`src/rtl/pgc_pkg.sv`:
```
package pgc_pkg;
  localparam int PL_W  = 2;
  localparam int CNT_W = 5;
  localparam int OP_W  = 4;
  localparam int PL_TOP = (1 << PL_W) - 1;

  typedef logic [PL_W-1:0]  pl_t;
  typedef logic [CNT_W-1:0] cnt_t;

  typedef enum logic [OP_W-1:0] {
    OP_DATA_LD   = 4'd0,
    OP_STACK_LD  = 4'd1,
    OP_JMP_FAR   = 4'd2,
    OP_CALL_FAR  = 4'd3,
    OP_JMP_GATE  = 4'd4,
    OP_CALL_GATE = 4'd5,
    OP_VFY_RD    = 4'd6,
    OP_VFY_WR    = 4'd7,
    OP_ADJ_RPL   = 4'd8
  } op_e;

  typedef struct packed {
    logic code;
    logic conform;
    logic rd;
    logic wr;
    logic in_bounds;
    pl_t  dpl;
  } desc_t;

  typedef struct packed {
    logic gp;
    logic sf;
    logic zf;
    pl_t  new_pl;
    logic inter;
    pl_t  slot;
    cnt_t cnt;
    pl_t  adj;
  } verdict_t;

  // Numerically larger level, i.e. the less trusted of the two.
  function automatic pl_t pl_max(input pl_t a, input pl_t b);
    return (a > b) ? a : b;
  endfunction

  // Target level is at least as untrusted as both the ring and the requestor.
  function automatic logic level_visible(input pl_t tgt, input pl_t cpl, input pl_t rpl);
    return tgt >= pl_max(cpl, rpl);
  endfunction

  // Rule for a code target reached without raising privilege.
  function automatic logic code_same_ring(input pl_t tgt, input pl_t cpl, input logic conf);
    return conf ? (tgt <= cpl) : (tgt == cpl);
  endfunction

  function automatic verdict_t verdict_idle(input pl_t cpl, input pl_t rpl);
    verdict_t v;
    v = '0;
    v.new_pl = cpl;
    v.adj = rpl;
    return v;
  endfunction
endpackage

```
`src/rtl/pgc_data_rules.sv`:
```
module pgc_data_rules
  import pgc_pkg::*;
(
  input  op_e      op,
  input  pl_t      cpl,
  input  pl_t      rpl,
  input  desc_t    d,
  output verdict_t v
);
  logic vis;
  logic rd_ok;
  logic rd_priv;
  logic wr_ok;

  assign vis     = level_visible(d.dpl, cpl, rpl);
  assign rd_ok   = !d.code || d.rd;
  assign rd_priv = (d.code && d.conform) || vis;
  assign wr_ok   = !d.code && d.wr;

  always_comb begin
    v = verdict_idle(cpl, rpl);
    unique case (op)
      OP_DATA_LD:  v.gp = !(d.in_bounds && rd_ok && rd_priv);
      OP_STACK_LD: v.gp = !(d.in_bounds && wr_ok && (d.dpl == cpl) && (rpl == cpl));
      OP_VFY_RD:   v.zf = d.in_bounds && rd_ok && rd_priv;
      OP_VFY_WR:   v.zf = d.in_bounds && wr_ok && vis;
      default:     v.gp = 1'b1;
    endcase
  end
endmodule

```
`src/rtl/pgc_xfer_rules.sv`:
```
module pgc_xfer_rules
  import pgc_pkg::*;
(
  input  op_e      op,
  input  pl_t      cpl,
  input  pl_t      rpl,
  input  pl_t      tgt_dpl,
  input  logic     tgt_code,
  input  logic     tgt_conform,
  input  logic     tgt_in_bounds,
  input  pl_t      gate_dpl,
  input  cnt_t     gate_count,
  input  pl_t      stk_dpl,
  output logic     lower_call,
  output verdict_t v
);
  logic via_gate;
  logic gate_ok;
  logic tgt_ok;
  logic priv_ok;

  assign via_gate = (op == OP_JMP_GATE) || (op == OP_CALL_GATE);
  assign gate_ok  = pl_max(cpl, rpl) <= gate_dpl;
  assign tgt_ok   = (op == OP_CALL_GATE) ? (tgt_dpl <= cpl)
                                         : code_same_ring(tgt_dpl, cpl, tgt_conform);
  assign priv_ok  = tgt_in_bounds && tgt_code && tgt_ok && (!via_gate || gate_ok);
  assign lower_call = priv_ok && (op == OP_CALL_GATE) && !tgt_conform && (tgt_dpl < cpl);

  always_comb begin
    v = verdict_idle(cpl, rpl);
    v.gp = !priv_ok;
    if (lower_call) begin
      if (stk_dpl != tgt_dpl) begin
        v.sf = 1'b1;
      end else begin
        v.inter  = 1'b1;
        v.new_pl = tgt_dpl;
        v.slot   = tgt_dpl;
        v.cnt    = gate_count;
      end
    end
  end
endmodule

```
`src/rtl/pgc_adjust.sv`:
```
module pgc_adjust
  import pgc_pkg::*;
(
  input  pl_t      cpl,
  input  pl_t      rpl,
  input  pl_t      ref_lvl,
  output verdict_t v
);
  always_comb begin
    v = verdict_idle(cpl, rpl);
    v.adj = pl_max(rpl, ref_lvl);
    v.zf  = ref_lvl > rpl;
  end
endmodule

```
`src/rtl/priv_gate_check.sv`:
```
module priv_gate_check
  import pgc_pkg::*;
(
  input  logic       clk,
  input  logic       rst_n,
  input  logic       op_valid,
  input  logic [3:0] op_code,
  input  logic [1:0] cur_pl,
  input  logic [1:0] sel_rpl,
  input  logic [1:0] desc_dpl,
  input  logic       desc_code,
  input  logic       desc_conform,
  input  logic       desc_read,
  input  logic       desc_write,
  input  logic       desc_in_bounds,
  input  logic [1:0] gate_dpl,
  input  logic [4:0] gate_count,
  input  logic [1:0] stk_dpl,
  input  logic [1:0] ref_rpl,
  output logic       res_valid,
  output logic       allow,
  output logic       gp_fault,
  output logic       stack_fault,
  output logic       zf,
  output logic [1:0] new_pl,
  output logic       interlevel,
  output logic [1:0] stack_slot,
  output logic [4:0] copy_count,
  output logic [1:0] adj_rpl
);
  op_e      op_in;
  desc_t    desc;
  verdict_t v_data, v_xfer, v_adj, v_sel;
  logic     lower_call;
  logic     is_data_op, is_xfer_op, is_adj_op;

  assign op_in = op_e'(op_code);
  assign desc  = '{code: desc_code, conform: desc_conform, rd: desc_read,
                   wr: desc_write, in_bounds: desc_in_bounds, dpl: desc_dpl};

  assign is_data_op = (op_in == OP_DATA_LD) || (op_in == OP_STACK_LD) ||
                      (op_in == OP_VFY_RD)  || (op_in == OP_VFY_WR);
  assign is_xfer_op = (op_in == OP_JMP_FAR)  || (op_in == OP_CALL_FAR) ||
                      (op_in == OP_JMP_GATE) || (op_in == OP_CALL_GATE);
  assign is_adj_op  = (op_in == OP_ADJ_RPL);

  pgc_data_rules u_data (
    .op(op_in), .cpl(cur_pl), .rpl(sel_rpl), .d(desc), .v(v_data)
  );

  pgc_xfer_rules u_xfer (
    .op(op_in), .cpl(cur_pl), .rpl(sel_rpl), .tgt_dpl(desc_dpl),
    .tgt_code(desc_code), .tgt_conform(desc_conform), .tgt_in_bounds(desc_in_bounds),
    .gate_dpl(gate_dpl), .gate_count(gate_count), .stk_dpl(stk_dpl),
    .lower_call(lower_call), .v(v_xfer)
  );

  pgc_adjust u_adj (
    .cpl(cur_pl), .rpl(sel_rpl), .ref_lvl(ref_rpl), .v(v_adj)
  );

  always_comb begin
    if (is_data_op)      v_sel = v_data;
    else if (is_xfer_op) v_sel = v_xfer;
    else if (is_adj_op)  v_sel = v_adj;
    else begin
      v_sel    = verdict_idle(cur_pl, sel_rpl);
      v_sel.gp = 1'b1;
    end
  end

  always_ff @(posedge clk) begin
    if (!rst_n) begin
      res_valid   <= 1'b0;
      allow       <= 1'b0;
      gp_fault    <= 1'b0;
      stack_fault <= 1'b0;
      zf          <= 1'b0;
      new_pl      <= '0;
      interlevel  <= 1'b0;
      stack_slot  <= '0;
      copy_count  <= '0;
      adj_rpl     <= '0;
    end else begin
      res_valid <= op_valid;
      if (op_valid) begin
        allow       <= !(v_sel.gp || v_sel.sf);
        gp_fault    <= v_sel.gp;
        stack_fault <= v_sel.sf;
        zf          <= v_sel.zf;
        new_pl      <= v_sel.new_pl;
        interlevel  <= v_sel.inter;
        stack_slot  <= v_sel.slot;
        copy_count  <= v_sel.cnt;
        adj_rpl     <= v_sel.adj;
      end
    end
  end

  // verdict follows a request by one cycle, idle cycles give no verdict.
  a_r1_valid_follows: assert property (@(posedge clk) disable iff (!rst_n)
    op_valid |=> res_valid);
  a_r1_idle_quiet: assert property (@(posedge clk) disable iff (!rst_n)
    !op_valid |=> !res_valid);
  a_r1_one_fault: assert property (@(posedge clk) disable iff (!rst_n)
    res_valid |-> $onehot0({gp_fault, stack_fault}));

  // data descriptor below the effective level is refused.
  a_r2_data_deny: assert property (@(posedge clk) disable iff (!rst_n)
    (op_valid && op_in == OP_DATA_LD && !desc_code &&
     desc_dpl < pl_max(cur_pl, sel_rpl)) |=> gp_fault);

  // code is never reported writable.
  a_r3_code_not_writable: assert property (@(posedge clk) disable iff (!rst_n)
    (op_valid && op_in == OP_VFY_WR && desc_code) |=> !zf);

  // direct transfers keep the ring.
  a_r5_direct_keeps_pl: assert property (@(posedge clk) disable iff (!rst_n)
    (op_valid && (op_in == OP_JMP_FAR || op_in == OP_CALL_FAR)) |=>
    (new_pl == $past(cur_pl) && !interlevel));

  // gate jumps never move the ring.
  a_r6_gate_jmp_keeps_pl: assert property (@(posedge clk) disable iff (!rst_n)
    (op_valid && op_in == OP_JMP_GATE) |=> (new_pl == $past(cur_pl) && !interlevel));

  // a privilege-raising call ends as interlevel or as a stack fault.
  a_r7_lower_resolves: assert property (@(posedge clk) disable iff (!rst_n)
    (op_valid && lower_call) |=> (interlevel || stack_fault));
  a_r7_inner_ring: assert property (@(posedge clk) disable iff (!rst_n)
    (res_valid && interlevel) |-> (new_pl != 2'(PL_TOP) && stack_slot == new_pl));

  // parameters are copied only for an allowed interlevel call.
  a_r8_count_gated: assert property (@(posedge clk) disable iff (!rst_n)
    (res_valid && !interlevel) |-> copy_count == '0);

  // verify operations never fault.
  a_r9_verify_nofault: assert property (@(posedge clk) disable iff (!rst_n)
    (op_valid && (op_in == OP_VFY_RD || op_in == OP_VFY_WR)) |=>
    (!gp_fault && !stack_fault && allow));

  // adjusted level is never more trusted than either input.
  a_r11_adj_not_lower: assert property (@(posedge clk) disable iff (!rst_n)
    (op_valid && op_in == OP_ADJ_RPL) |=>
    (adj_rpl >= $past(sel_rpl) && adj_rpl >= $past(ref_rpl) && allow));

  // undefined codes fault.
  a_r12_bad_op: assert property (@(posedge clk) disable iff (!rst_n)
    (op_valid && op_code > 4'd8) |=> (gp_fault && !zf));
endmodule

```
`config.mk`:
```
export PLATFORM = sky130hd
export DESIGN_NAME = priv_gate_check
export DESIGN_NICKNAME = d
export VERILOG_FILES = /design/src/rtl/pgc_pkg.sv /design/src/rtl/pgc_data_rules.sv /design/src/rtl/pgc_xfer_rules.sv /design/src/rtl/pgc_adjust.sv /design/src/rtl/priv_gate_check.sv
export SDC_FILE = /design/constraint.sdc
export NUM_CORES = 1
export LEC_CHECK = 0
export BUFFER_PORTS_ARGS = -buffer_cell sky130_fd_sc_hd__buf_2
export CAP_MARGIN = 20
export CORE_ASPECT_RATIO = 1.5
export CORE_MARGIN = 1
export CORE_UTILIZATION = 50
export CTS_CLUSTER_DIAMETER = 50
export DETAILED_ROUTE_END_ITERATION = 8
export PLACE_DENSITY = 0.87
export SLEW_MARGIN = 20
export SYNTH_ARGS = -nofsm -noshare
export SYNTH_HDL_FRONTEND = slang
export SYNTH_SLANG_ARGS = --single-unit
```
`constraint.sdc`:
```
create_clock -name clk -period 7.1 [get_ports clk]
set_input_delay 0.355 -clock clk [delete_from_list [all_inputs] [get_ports clk]]
set_output_delay 0.355 -clock clk [all_outputs]
set_load 0.01 [all_outputs]
```
==> flow_summary_export.csv <==
group,metric,value,unit
layout,drive_gt1_share,33.5,%
sta,maxSlewViolCount,0,
placement,placed_cell_area,1350,µm²
logic_synthesis,synth_nets,163,
detailed_routing,post_drt_wl_per_cell,13.5,µm
sta,setup_viol,0,
critical_path,max_stage_delay,0.32,ns
logic_synthesis,synth_ff_type,"dfxtp_1",
logic_synthesis,yosysMostFrequentCell,"dfxtp_1",
layout,final_cell_area,1380,µm²
grt,grt_util_met1,22.7,%
cts,insertion_delay,0.29,ns
power_and_ir_drop,p_seq_share,49.1,%
detailed_routing,drtPass1Iterations,6,
floorplanning,die_w,40.9,µm
layout,nets,209,
cts,clkSinkCount,17,
power_and_ir_drop,p_per_area,147,nW/µm²
logic_synthesis,synth-edff-count,0,
logic_synthesis,synth_area_per_cell,9.28,µm²
logic_synthesis,yosysTopAreaCell,"dfxtp_1",
power_and_ir_drop,p_leak,0.700,nW
grt,use_met3,5.20,%
sta,finalCritPeriodShare,37.0,%
cts,post_cts_resized,0,
cts,numCtsBuffers,3,
placement,port_buffers,45,
floorplanning,fp-row-count,20,
power_and_ir_drop,power,0.203,mW
layout,utilization,66.4,%
placement,pre_cts_slack,4.19,ns
critical_path,cp_data_required_time,7.29,ns
job,maxCapViolations,0,
critical_path,cp.depth,13,
grt,grt_usage,24.0,%
hold_path,hp-class,"primary input to register",
status,status,"completed",
critical_path,endpoint_kind,"register",
sta,fin_worst_skew,0,ns
critical_path,crit_arrival,2.82,ns
floorplanning,start_util,54.5,%
critical_path,cp-start-kind,"primary input",
logic_synthesis,synth.area.top_cells,"dfxtp_1, ha_1, a22o_1, inv_1, mux2i_1",
cts,htree_levels,1,
detailed_routing,vias_per_cell,5.80,
sta,rsz0062_at_grt,"no",
power_and_ir_drop,p_sw,0.0601,mW
power_and_ir_drop,vdd_drop_max,79.6,µV
critical_path,cpLargestDelayFamily,"compound AO/OA/AOI/OAI gates",
power_and_ir_drop,swShare,29.6,%
grt,grt_max_degree,15,
critical_path,slowest_stage,"o32a_1",
floorplanning,die_y,60.3,µm
detailed_routing,drc,0,
cts,cts_tree,"built",
logic_synthesis,synth_top_area_share,30.1,%
grt,gr-total-overflow,0,
hold_path,hold_depth,2,
logic_synthesis,yosysWarnings,0,
logic_synthesis,synth_cell_types,38,
critical_path,r2r_cells,2,
sta,setup_ws,4.47,ns
critical_path,crit_type,"primary input to register",
grt,grt_pass1_vias,1076,
sta,worst-slew-pin-transition,0.474,ns
cts,holdBufCountCts,0,
cts,cts_setup_buffers,0,
power_and_ir_drop,combPwrFrac,25.0,%
floorplanning,coreArea,2080,µm²
layout,synthToLayoutAreaGrowth,21.8,%
sta,maxSlewHeadroom,68.0,%
sta,setup_tns,0,ns
placement,place.gp.congestion,0.910,
cts,cts-root-buf,"clkbuf_4",
sta,fin_crit,2.63,ns
sta,max_freq,380,MHz
logic_synthesis,synthTopCellsByCount,"dfxtp_1, inv_1, ha_1, nand2_1, o21ai_0",
logic_synthesis,ys_ff_latch,17,
cts,clock_path_buffers,2,
logic_synthesis,syn_area,1130,µm²
logic_synthesis,netlist_instances,122,
detailed_routing,drt_iter0_markers,13,
grt,antenna_found_initial,0,
detailed_routing,ant_nets,0,
grt,grt_pass1_wl,4070,µm
floorplanning,die-area,2460,µm²
critical_path,timing.critical_path.buf_inv,3,
power_and_ir_drop,clkPwrFrac,25.9,%
grt,grt_util_met2,41.1,%
grt,top_usage_layer,"met2",
detailed_routing,num_vias,1096,
logic_synthesis,synthArstFlopShare,0,%
placement,hpwlAfterDp,2120,µm
layout,antenna_cells,0,
critical_path,path_cells,"buf_2, inv_1, ha_1, inv_1, a2bb2oi_1, o21ai_0, a21o_1, ha_1, a211oi_1, o21a_1, nor4bb_1, o32a_1, a32o_1",
cts,clk_pin_slew,0.10,ns
detailed_routing,wl,2550,µm
sta,final-hold-violation-count,0,
critical_path,cp_max_fo,4,
power_and_ir_drop,intPower,0.143,mW
floorplanning,pin_count,46,
logic_synthesis,yosysSeqAreaShare,30.1,%
[layout make-up]
class | instances | area [µm²]
fillers | 179 | 698
repair buffers | 45 | 225
inverters | 13 | 48.8
multi-input cells | 88 | 709
flip-flops and latches | 17 | 340
clock inverters | 1 | 5.00
clock buffers | 3 | 22.5
well taps | 22 | 27.5
[placed cells by master (no fill, tap or decap), types with 2 or more instances in the layout]
master,count
buf_2,45
dfxtp_1,17
inv_1,13
ha_1,12
o21ai_0,8
nand2_1,8
a22o_1,7
nor2_1,5
a21oi_1,5
nor2b_1,5
mux2i_1,4
clkbuf_4,3
o211ai_1,2
a21o_1,2
nand2b_1,2
nand3b_1,2
nand4b_1,2
a31oi_1,2
xnor2_1,2
a211oi_1,2
and2b_2,2
[worst register-to-register path, stage by stage (launching register included)]
cell	delay [ns]
dfxtp_1	0.32
nor2b_1	0.12
a32o_1	0.20
[flip-flops by register name, indices dropped and copies added (netlist names)]
signal and count:
adj_rpl 2, allow 1, copy_count 5, gp_fault 1, interlevel 1, new_pl 2, res_valid 1, stack_fault 1
stack_slot 2, zf 1
[logic make-up (layout without fill, tap and decap cells)]
family	after synthesis	after routing	share of synthesized area [%]
compound gates	35	35	21.9
xor+xnor	3	3	2.32
fa+ha+maj	12	12	13.3
buf+inv	17	62	7.29
flops	17	17	30.1
mux	4	4	3.54
simple gates	34	34	21.7
[power by group through the flow]
stage	Clock, mW	Combinational (mW)	Sequential [mW]
final	0.0526	0.0507	0.0996
after detailed placement	0	0.0501	0.102
after CTS	0.0547	0.0508	0.0997
after global routing	0.0580	0.0567	0.100
after global placement	0	0.0480	0.102
after floorplan	0	0.0291	0.103
[worst paths after layout]
path / start / endpoint / slack (ns)
worst max register to register: allow / allow / 6.36
worst max-delay path: cur_pl[0] / allow / 4.47
worst min-delay path: gate_count[2] / copy_count[2] / 0.28
worst min register to register: gp_fault / gp_fault / 0.46
[per-layer routing]
metal / routed length, µm / part of all wire, % / up-vias
met5: 0 / 0 / -
met4: 168 / 6.6 / 0
met3: 131 / 5.1 / 19
met2: 1290 / 51 / 58
met1: 962 / 38 / 488
li1: - / - / 531
[stage by stage]
step	std cells	hold slack, ns
after floorplan	122	0.481
after global placement	185	0.438
after detailed placement	185	0.451
after CTS	189	0.271
after global routing	189	0.280
final	189	0.276
Power figures use the tool's default switching activity.
